<file path="config.mk">
export PLATFORM = sky130hd
export DESIGN_NAME = poh_inserter
export DESIGN_NICKNAME = d
export VERILOG_FILES = /design/src/rtl/poh_pkg.sv /design/src/rtl/poh_bip_acc.sv /design/src/rtl/poh_rei_gen.sv /design/src/rtl/poh_rdi_gen.sv /design/src/rtl/poh_inserter.sv
export SDC_FILE = /design/constraint.sdc
export NUM_CORES = 1
export LEC_CHECK = 0
export ABC_CLOCK_PERIOD_IN_PS = 2800
export BUFFER_PORTS_ARGS = -buffer_cell sky130_fd_sc_hd__buf_2
export CAP_MARGIN = 10
export CORE_MARGIN = 1
export CORE_UTILIZATION = 46
export CTS_CLUSTER_SIZE = 16
export DETAILED_ROUTE_END_ITERATION = 12
export HOLD_SLACK_MARGIN = 0.08
export PLACE_DENSITY = 0.79
export SLEW_MARGIN = 10
export SYNTH_ARGS = -nofsm -noshare
export SYNTH_HDL_FRONTEND = slang
export SYNTH_SLANG_ARGS = --single-unit
</file>
<file path="constraint.sdc">
create_clock -name clk -period 2.8 [get_ports clk]
set_clock_uncertainty 0.2 [all_clocks]
set_input_delay 0.42 -clock clk [delete_from_list [all_inputs] [get_ports clk]]
set_output_delay 0.42 -clock clk [all_outputs]
set_load 0.005 [all_outputs]
</file>
<file path="src/rtl/poh_pkg.sv">
// Shared constants and types for the path overhead inserter.
// Assumes: byte-wide stream, nine overhead rows, nine alarm sources.
package poh_pkg;
    localparam int BYTE_W  = 8;
    localparam int ROW_W   = 4;
    localparam int N_ALARM = 9;
    localparam int REI_W   = 4;
    localparam int RDI_W   = 3;

    // Overhead row codes; order follows the column position in the frame.
    typedef enum logic [ROW_W-1:0] {
        ROW_TRACE  = 4'd0,
        ROW_PAR    = 4'd1,
        ROW_LABEL  = 4'd2,
        ROW_STATUS = 4'd3,
        ROW_USER   = 4'd4,
        ROW_MFRAME = 4'd5,
        ROW_GROW_A = 4'd6,
        ROW_GROW_B = 4'd7,
        ROW_GROW_C = 4'd8
    } poh_row_e;

    // Alarm classes by bit position in alarm_in.
    localparam logic [N_ALARM-1:0] SERVER_MASK  = 9'b0_0001_1111;
    localparam logic [N_ALARM-1:0] CONNECT_MASK = 9'b0_0110_0000;
    localparam logic [N_ALARM-1:0] PAYLOAD_MASK = 9'b1_1000_0000;

    // Defect codes for status bits 5..7.
    localparam logic [RDI_W-1:0] RDI_NONE_OLD = 3'b000;
    localparam logic [RDI_W-1:0] RDI_ANY_OLD  = 3'b100;
    localparam logic [RDI_W-1:0] RDI_SERVER   = 3'b101;
    localparam logic [RDI_W-1:0] RDI_CONNECT  = 3'b110;
    localparam logic [RDI_W-1:0] RDI_PAYLOAD  = 3'b010;
    localparam logic [RDI_W-1:0] RDI_NONE_ENH = 3'b001;
endpackage

</file>
<file path="src/rtl/poh_bip_acc.sv">
// Frame-window even parity accumulator.
// Folds every valid byte into a running XOR. At a restart the finished
// window moves into the hold register and a new window opens with the
// restart byte. Assumes restart only occurs on valid bytes.
module poh_bip_acc #(
    parameter int W = 8
) (
    input  logic         clk,
    input  logic         rst_n,
    input  logic         valid,
    input  logic         restart,
    input  logic [W-1:0] data,
    output logic [W-1:0] bip_prev
);
    logic [W-1:0] acc;
    logic [W-1:0] hold;

    // Running XOR and closed-window hold.
    always_ff @(posedge clk) begin
        if (!rst_n) begin
            acc  <= '0;
            hold <= '0;
        end else if (restart) begin
            hold <= acc;
            acc  <= data;
        end else if (valid) begin
            acc  <= acc ^ data;
        end
    end

    assign bip_prev = hold;
endmodule

</file>
<file path="src/rtl/poh_rei_gen.sv">
// Remote error indication generator.
// Gathers receive parity error counts between status slots with
// saturation, and forms the 4-bit report as a count or a flag.
// Assumes: consume is high for exactly the status-slot cycle.
module poh_rei_gen
    import poh_pkg::*;
#(
    parameter int CNT_W   = 4,
    parameter int REI_SAT = 8
) (
    input  logic             clk,
    input  logic             rst_n,
    input  logic             err_stb,
    input  logic [CNT_W-1:0] err_cnt,
    input  logic             consume,
    input  logic             block_mode,
    output logic [REI_W-1:0] rei_field
);
    localparam int PEND_W = $clog2(REI_SAT + 1);
    localparam int SUM_W  = (PEND_W > CNT_W ? PEND_W : CNT_W) + 1;
    localparam logic [SUM_W-1:0] SAT_V = SUM_W'(REI_SAT);

    logic [PEND_W-1:0] pend;
    logic [SUM_W-1:0]  sum_raw;
    logic [SUM_W-1:0]  fresh_raw;
    logic [PEND_W-1:0] sum_sat;
    logic [PEND_W-1:0] fresh_sat;

    // Saturating sums for the accumulate and restart paths.
    always_comb begin
        sum_raw   = SUM_W'(pend) + SUM_W'(err_cnt);
        fresh_raw = SUM_W'(err_cnt);
        sum_sat   = (sum_raw > SAT_V)   ? PEND_W'(REI_SAT) : PEND_W'(sum_raw);
        fresh_sat = (fresh_raw > SAT_V) ? PEND_W'(REI_SAT) : PEND_W'(fresh_raw);
    end

    // Pending count: cleared at report, coincident strobe starts next one.
    always_ff @(posedge clk) begin
        if (!rst_n) begin
            pend <= '0;
        end else if (consume) begin
            pend <= err_stb ? fresh_sat : '0;
        end else if (err_stb) begin
            pend <= sum_sat;
        end
    end

    // Report format selection.
    always_comb begin
        if (block_mode) begin
            rei_field = (pend != '0) ? REI_W'(1) : '0;
        end else begin
            rei_field = REI_W'(pend);
        end
    end
endmodule

</file>
<file path="src/rtl/poh_rdi_gen.sv">
// Remote defect indication encoder.
// Masks alarms with their enables and produces the 3-bit code for
// status bits 5..7 in legacy or enhanced form. Purely combinational.
module poh_rdi_gen
    import poh_pkg::*;
(
    input  logic [N_ALARM-1:0] alarm,
    input  logic [N_ALARM-1:0] enable,
    input  logic               enhanced,
    output logic [RDI_W-1:0]   rdi_code
);
    logic [N_ALARM-1:0] active;
    logic               hit_server;
    logic               hit_connect;
    logic               hit_payload;

    // Enabled alarms, grouped by class.
    always_comb begin
        active      = alarm & enable;
        hit_server  = |(active & SERVER_MASK);
        hit_connect = |(active & CONNECT_MASK);
        hit_payload = |(active & PAYLOAD_MASK);
    end

    // Code selection with server > connectivity > payload priority.
    always_comb begin
        if (!enhanced) begin
            rdi_code = (|active) ? RDI_ANY_OLD : RDI_NONE_OLD;
        end else if (hit_server) begin
            rdi_code = RDI_SERVER;
        end else if (hit_connect) begin
            rdi_code = RDI_CONNECT;
        end else if (hit_payload) begin
            rdi_code = RDI_PAYLOAD;
        end else begin
            rdi_code = RDI_NONE_ENH;
        end
    end
endmodule

</file>
<file path="src/rtl/poh_inserter.sv">
// Path overhead byte inserter (top).
// Replaces the nine path overhead slots of an envelope byte stream with
// generated values and registers the stream by one cycle.
// Assumes: an upstream counter drives in_spe, in_poh and in_poh_row; one
// trace slot opens each frame; configuration is quasi-static.
module poh_inserter
    import poh_pkg::*;
#(
    parameter int CNT_W   = 4,
    parameter int REI_SAT = 8
) (
    input  logic               clk,
    input  logic               rst_n,
    input  logic [BYTE_W-1:0]  in_byte,
    input  logic               in_spe,
    input  logic               in_poh,
    input  logic [ROW_W-1:0]   in_poh_row,
    input  logic [N_ALARM-1:0] alarm_in,
    input  logic               rx_err_stb,
    input  logic [CNT_W-1:0]   rx_err_cnt,
    input  logic [BYTE_W-1:0]  cfg_trace,
    input  logic [BYTE_W-1:0]  cfg_label,
    input  logic [BYTE_W-1:0]  cfg_user,
    input  logic [BYTE_W-1:0]  cfg_mframe,
    input  logic [BYTE_W-1:0]  cfg_grow_a,
    input  logic [BYTE_W-1:0]  cfg_grow_b,
    input  logic [BYTE_W-1:0]  cfg_grow_c,
    input  logic               cfg_par_inv,
    input  logic               cfg_rei_block,
    input  logic               cfg_rdi_enh,
    input  logic [N_ALARM-1:0] cfg_rdi_en,
    output logic [BYTE_W-1:0]  out_byte,
    output logic               out_spe,
    output logic               out_poh
);
    logic              slot_act;
    logic              at_trace;
    logic              at_status;
    logic [BYTE_W-1:0] bip_prev;
    logic [REI_W-1:0]  rei_field;
    logic [RDI_W-1:0]  rdi_code;
    logic [BYTE_W-1:0] status_byte;
    logic [BYTE_W-1:0] nxt_byte;

    // Slot decode.
    always_comb begin
        slot_act  = in_spe && in_poh;
        at_trace  = slot_act && (in_poh_row == ROW_TRACE);
        at_status = slot_act && (in_poh_row == ROW_STATUS);
    end

    poh_bip_acc #(
        .W(BYTE_W)
    ) u_bip (
        .clk      (clk),
        .rst_n    (rst_n),
        .valid    (in_spe),
        .restart  (at_trace),
        .data     (nxt_byte),
        .bip_prev (bip_prev)
    );

    poh_rei_gen #(
        .CNT_W   (CNT_W),
        .REI_SAT (REI_SAT)
    ) u_rei (
        .clk        (clk),
        .rst_n      (rst_n),
        .err_stb    (rx_err_stb),
        .err_cnt    (rx_err_cnt),
        .consume    (at_status),
        .block_mode (cfg_rei_block),
        .rei_field  (rei_field)
    );

    poh_rdi_gen u_rdi (
        .alarm    (alarm_in),
        .enable   (cfg_rdi_en),
        .enhanced (cfg_rdi_enh),
        .rdi_code (rdi_code)
    );

    // Status byte assembly: report nibble, defect code, spare bit 0.
    assign status_byte = {rei_field, rdi_code, 1'b0};

    // Byte selection per overhead row.
    always_comb begin
        nxt_byte = in_byte;
        if (slot_act) begin
            case (in_poh_row)
                ROW_TRACE:  nxt_byte = cfg_trace;
                ROW_PAR:    nxt_byte = bip_prev ^ {BYTE_W{cfg_par_inv}};
                ROW_LABEL:  nxt_byte = cfg_label;
                ROW_STATUS: nxt_byte = status_byte;
                ROW_USER:   nxt_byte = cfg_user;
                ROW_MFRAME: nxt_byte = cfg_mframe;
                ROW_GROW_A: nxt_byte = cfg_grow_a;
                ROW_GROW_B: nxt_byte = cfg_grow_b;
                ROW_GROW_C: nxt_byte = cfg_grow_c;
                default:    nxt_byte = in_byte;
            endcase
        end
    end

    // Output register stage.
    always_ff @(posedge clk) begin
        if (!rst_n) begin
            out_byte <= '0;
            out_spe  <= 1'b0;
            out_poh  <= 1'b0;
        end else begin
            out_byte <= nxt_byte;
            out_spe  <= in_spe;
            out_poh  <= in_poh;
        end
    end
endmodule

</file>
==> results.ini <==
[logic_synthesis]
asyncSetResetFlopFracSynth_pct=0
synth.area.mux_share_pct=9.33
yosysWarnings=0
synth.avg_cell_area_um2=8.00
yosys.cell_types.count=62
yosys.area_share.adder_pct=2.95
post_synthesis_cell_count=297
number_of_flip_flops_and_latches_in_the_synthesized_netlist=30
postSynth.topFlopCell=sky130_fd_sc_hd__dfxtp_1
area_share_of_and_or_nand_nor_cells_after_synthesis_pct=26.0
synth_compound_gate_area_share_pct=26.1
synth_top_family_by_area=compound AO/OA/AOI/OAI gates
synth-xor-area-share_pct=3.32
count_of_flip_flops_with_a_built_in_enable_after_synthesis=0
syn_area_mm2=0.00237
synth.net_count=400
ys_seq_area_share_pct=25.3

[power_and_ir_drop]
leakage_uw=0.00136
fin_total_pwr_uw=1140
worst_voltage_drop_across_the_vdd_grid_mv=0.231
p_per_area_mw_per_mm2=382
power.clock.fraction_pct=31.8
comb_power_share_pct=26.8
switchingPower_uw=338
switching_share_pct=29.6
sequentialPowerShare_pct=41.4
cellInternalPower_uw=802

[die]
starting_density_of_the_core_pct=49.0
chipHeight_um=73.9
fp.dieArea_mm2=0.00545
dieWidth_um=73.9
floorplan.core_area_mm2=0.00485
placement_rows=25
io_pins=108

[job]
timing.max_cap.violations=0

[route]
number_of_detailed_route_iterations_in_the_first_pass=5
detail_route.vias_per_cell=5.77
wire_per_inst_um=14.9
detailed_route_wire_length_um=6850
dr_total_vias=2652
drc=0
first_iter_violations=155
antenna_violating_nets_post_route=0

[clock_tree]
postCtsSetupBuffers=0
cts_tree=yes
cts_hold_buf=0
clockBufferDepth=2
cts_htree_levels=2
cts.reportedPaths.clkPinSlew_ns=0.06
cts_root_buffer=sky130_fd_sc_hd__clkbuf_8
cts.repair.resized=0
cts_inserted_buffers=5
number_of_clock_sinks_seen_by_cts=30
worstSkewPairLatency_ns=0.29

[cells_and_area]
finalCoreUtilization_pct=61.4
antenna_cells_inserted=0
most-common-layout-cells=sky130_fd_sc_hd__buf_2 (107), sky130_fd_sc_hd__nand2_1 (43), sky130_fd_sc_hd__dfxtp_1 (30), sky130_fd_sc_hd__o21ai_0 (22), sky130_fd_sc_hd__a21oi_1 (17)
layout-area-overhead-vs-synth_pct=25.4
final-instance-count-excl-fill=460
commonest_non_fill_non_tap_cell_in_the_layout=sky130_fd_sc_hd__buf_2
design.final.nets=495
post_route_cells_drive_above_1_share_pct=33.8

[place]
portBuffers=107
placedCellCount=452
gpl_congestion=0.934
place_hpwl_um=5370

[worst_setup_path]
cpPeakStageDelay_ns=0.42
biggest_fanout_along_the_worst_timing_path=27
crit_family=compound AO/OA/AOI/OAI gates
cp-startpoint=in_poh_row[0]
reg2reg_slack_ns=0.75
worst-endpoint-required_ns=2.75
cp_data_arrival_time_ns=2.16
critical_path.endpoint_type=flop
cp_num_buf_inv=1
crit_path_start_kind=input port
setup.worst_path.class=in2reg
critical_path.cell_chain=buf_2 -> mux2_2 -> a222oi_1 -> and4_1 -> a211o_1 -> a21oi_2
slowest_stage=sky130_fd_sc_hd__buf_2
timing.rr.start=u_rei.pend[0]$_SDFFE_PN0P_

[global_route]
grt_first_pass_wirelength_um=10800
grt_overflow=0
initial_antenna_violation_count=0
first_global_vias=2425
grt_start_max_net_pins=28
gr-usage-all-layers_pct=26.1

[timing]
timing_worst_slew_pin_value_ns=0.530
finalSetupViolations=0
tns_ns=0
slew-limit-headroom_pct=64.6
maxSlewViolCount=0
peak_clock_frequency_supported_by_timing_ghz=0.453
rsz_0062_raised_after_global_routing=false
finalHoldViolCount=0
share_of_the_clock_period_used_by_the_worst_path_pct=78.8
timing.final.crit_period_ns=2.21

[worst_hold_path]
hold_path.startpoint=in_poh
min-delay-path-class=in2reg

[run_status]
outcome=complete, no violations

-- routing by layer --
metal	track usage (%)	up-vias	wire [um]	share of wire, %
li1	-	1285	-	-
met5	0	-	0	0
met1	31.1	1225	2880	42
met4	10.7	0	163	2.4
met2	45.6	125	3310	48
met3	4.94	17	502	7.3
-- layout make-up --
type                    count  area (um^2)
clock buffers               7         86.3
inverters                   6         22.5
multi-input cells         237         1610
fillers                   426         1870
well taps                  67         83.8
clock inverters             1         5.00
flip-flops and latches     30          601
repair buffers            112          573
-- worst paths after layout --
path	to	cells after the start
setup reg to reg	u_rei.pend[3]$_SDFFE_PN0P_	7
hold reg to reg	u_bip.bip_prev[1]$_SDFFE_PN0P_	2
hold / removal	out_poh$_SDFF_PN0_	2
setup / recovery	u_bip.acc[5]$_SDFFE_PN0P_	6
-- cells by family (layout without fill, tap and decap cells) --
| kind of cell | after synthesis | count (layout) |
|---|---|---|
| simple gates | 114 | 114 |
| flops | 30 | 30 |
| mux | 20 | 20 |
| xor+xnor | 9 | 9 |
| fa+ha+maj | 5 | 5 |
| compound gates | 89 | 89 |
| buf+inv | 30 | 126 |
-- cell usage after synthesis (3+ instances only) --
master,number,area [um^2]
sky130_fd_sc_hd__a21o_1,3,22.5
sky130_fd_sc_hd__a21oi_1,17,85.1
sky130_fd_sc_hd__a22o_1,4,35.0
sky130_fd_sc_hd__a22oi_1,3,22.5
sky130_fd_sc_hd__a311oi_1,3,26.3
sky130_fd_sc_hd__a31oi_1,9,56.3
sky130_fd_sc_hd__and2_1,4,25.0
sky130_fd_sc_hd__and3b_1,4,35.0
sky130_fd_sc_hd__and4_1,3,26.3
sky130_fd_sc_hd__buf_2,8,40.0
sky130_fd_sc_hd__buf_4,5,37.5
sky130_fd_sc_hd__buf_6,3,33.8
sky130_fd_sc_hd__clkbuf_1,6,22.5
sky130_fd_sc_hd__dfxtp_1,30,601
sky130_fd_sc_hd__ha_1,4,50.1
sky130_fd_sc_hd__inv_1,6,22.5
sky130_fd_sc_hd__mux2_2,7,78.8
sky130_fd_sc_hd__mux2i_1,12,120
sky130_fd_sc_hd__nand2_1,43,161
sky130_fd_sc_hd__nand2b_1,3,18.8
sky130_fd_sc_hd__nand3_1,13,65.1
sky130_fd_sc_hd__nand3b_1,4,30.0
sky130_fd_sc_hd__nor2_1,15,56.3
sky130_fd_sc_hd__nor2b_1,5,31.3
sky130_fd_sc_hd__nor3_1,5,25.0
sky130_fd_sc_hd__o21ai_0,22,110
sky130_fd_sc_hd__xor2_1,7,61.3
-- power by group through the flow --
stage                     clock network [uW]  logic, uW  registers [uW]
after CTS                                365        304             471
after floorplan                            0        191             479
after global placement                     0        297             480
final                                    363        305             472
after global routing                     386        339             475
after detailed placement                   0        303             481
-- sequential cells by signal, summed over array words and instances (netlist names) --
signal	flops
out_byte	8
out_poh	1
out_spe	1
u_bip.acc	8
u_bip.bip_prev	8
u_rei.pend	4
-- stage by stage --
stage	hold slack, ns	area, um^2	setup WS (ns)
2_1_floorplan	0.245	2370	0.767
6_report	0.207	2980	0.594
4_1_cts	0.197	2980	0.600
5_1_grt	0.221	2980	0.496
3_3_place_gp	0.256	2890	0.358
3_5_place_dp	0.260	2890	0.335
Note: power is estimated with default switching activity, not from simulation.
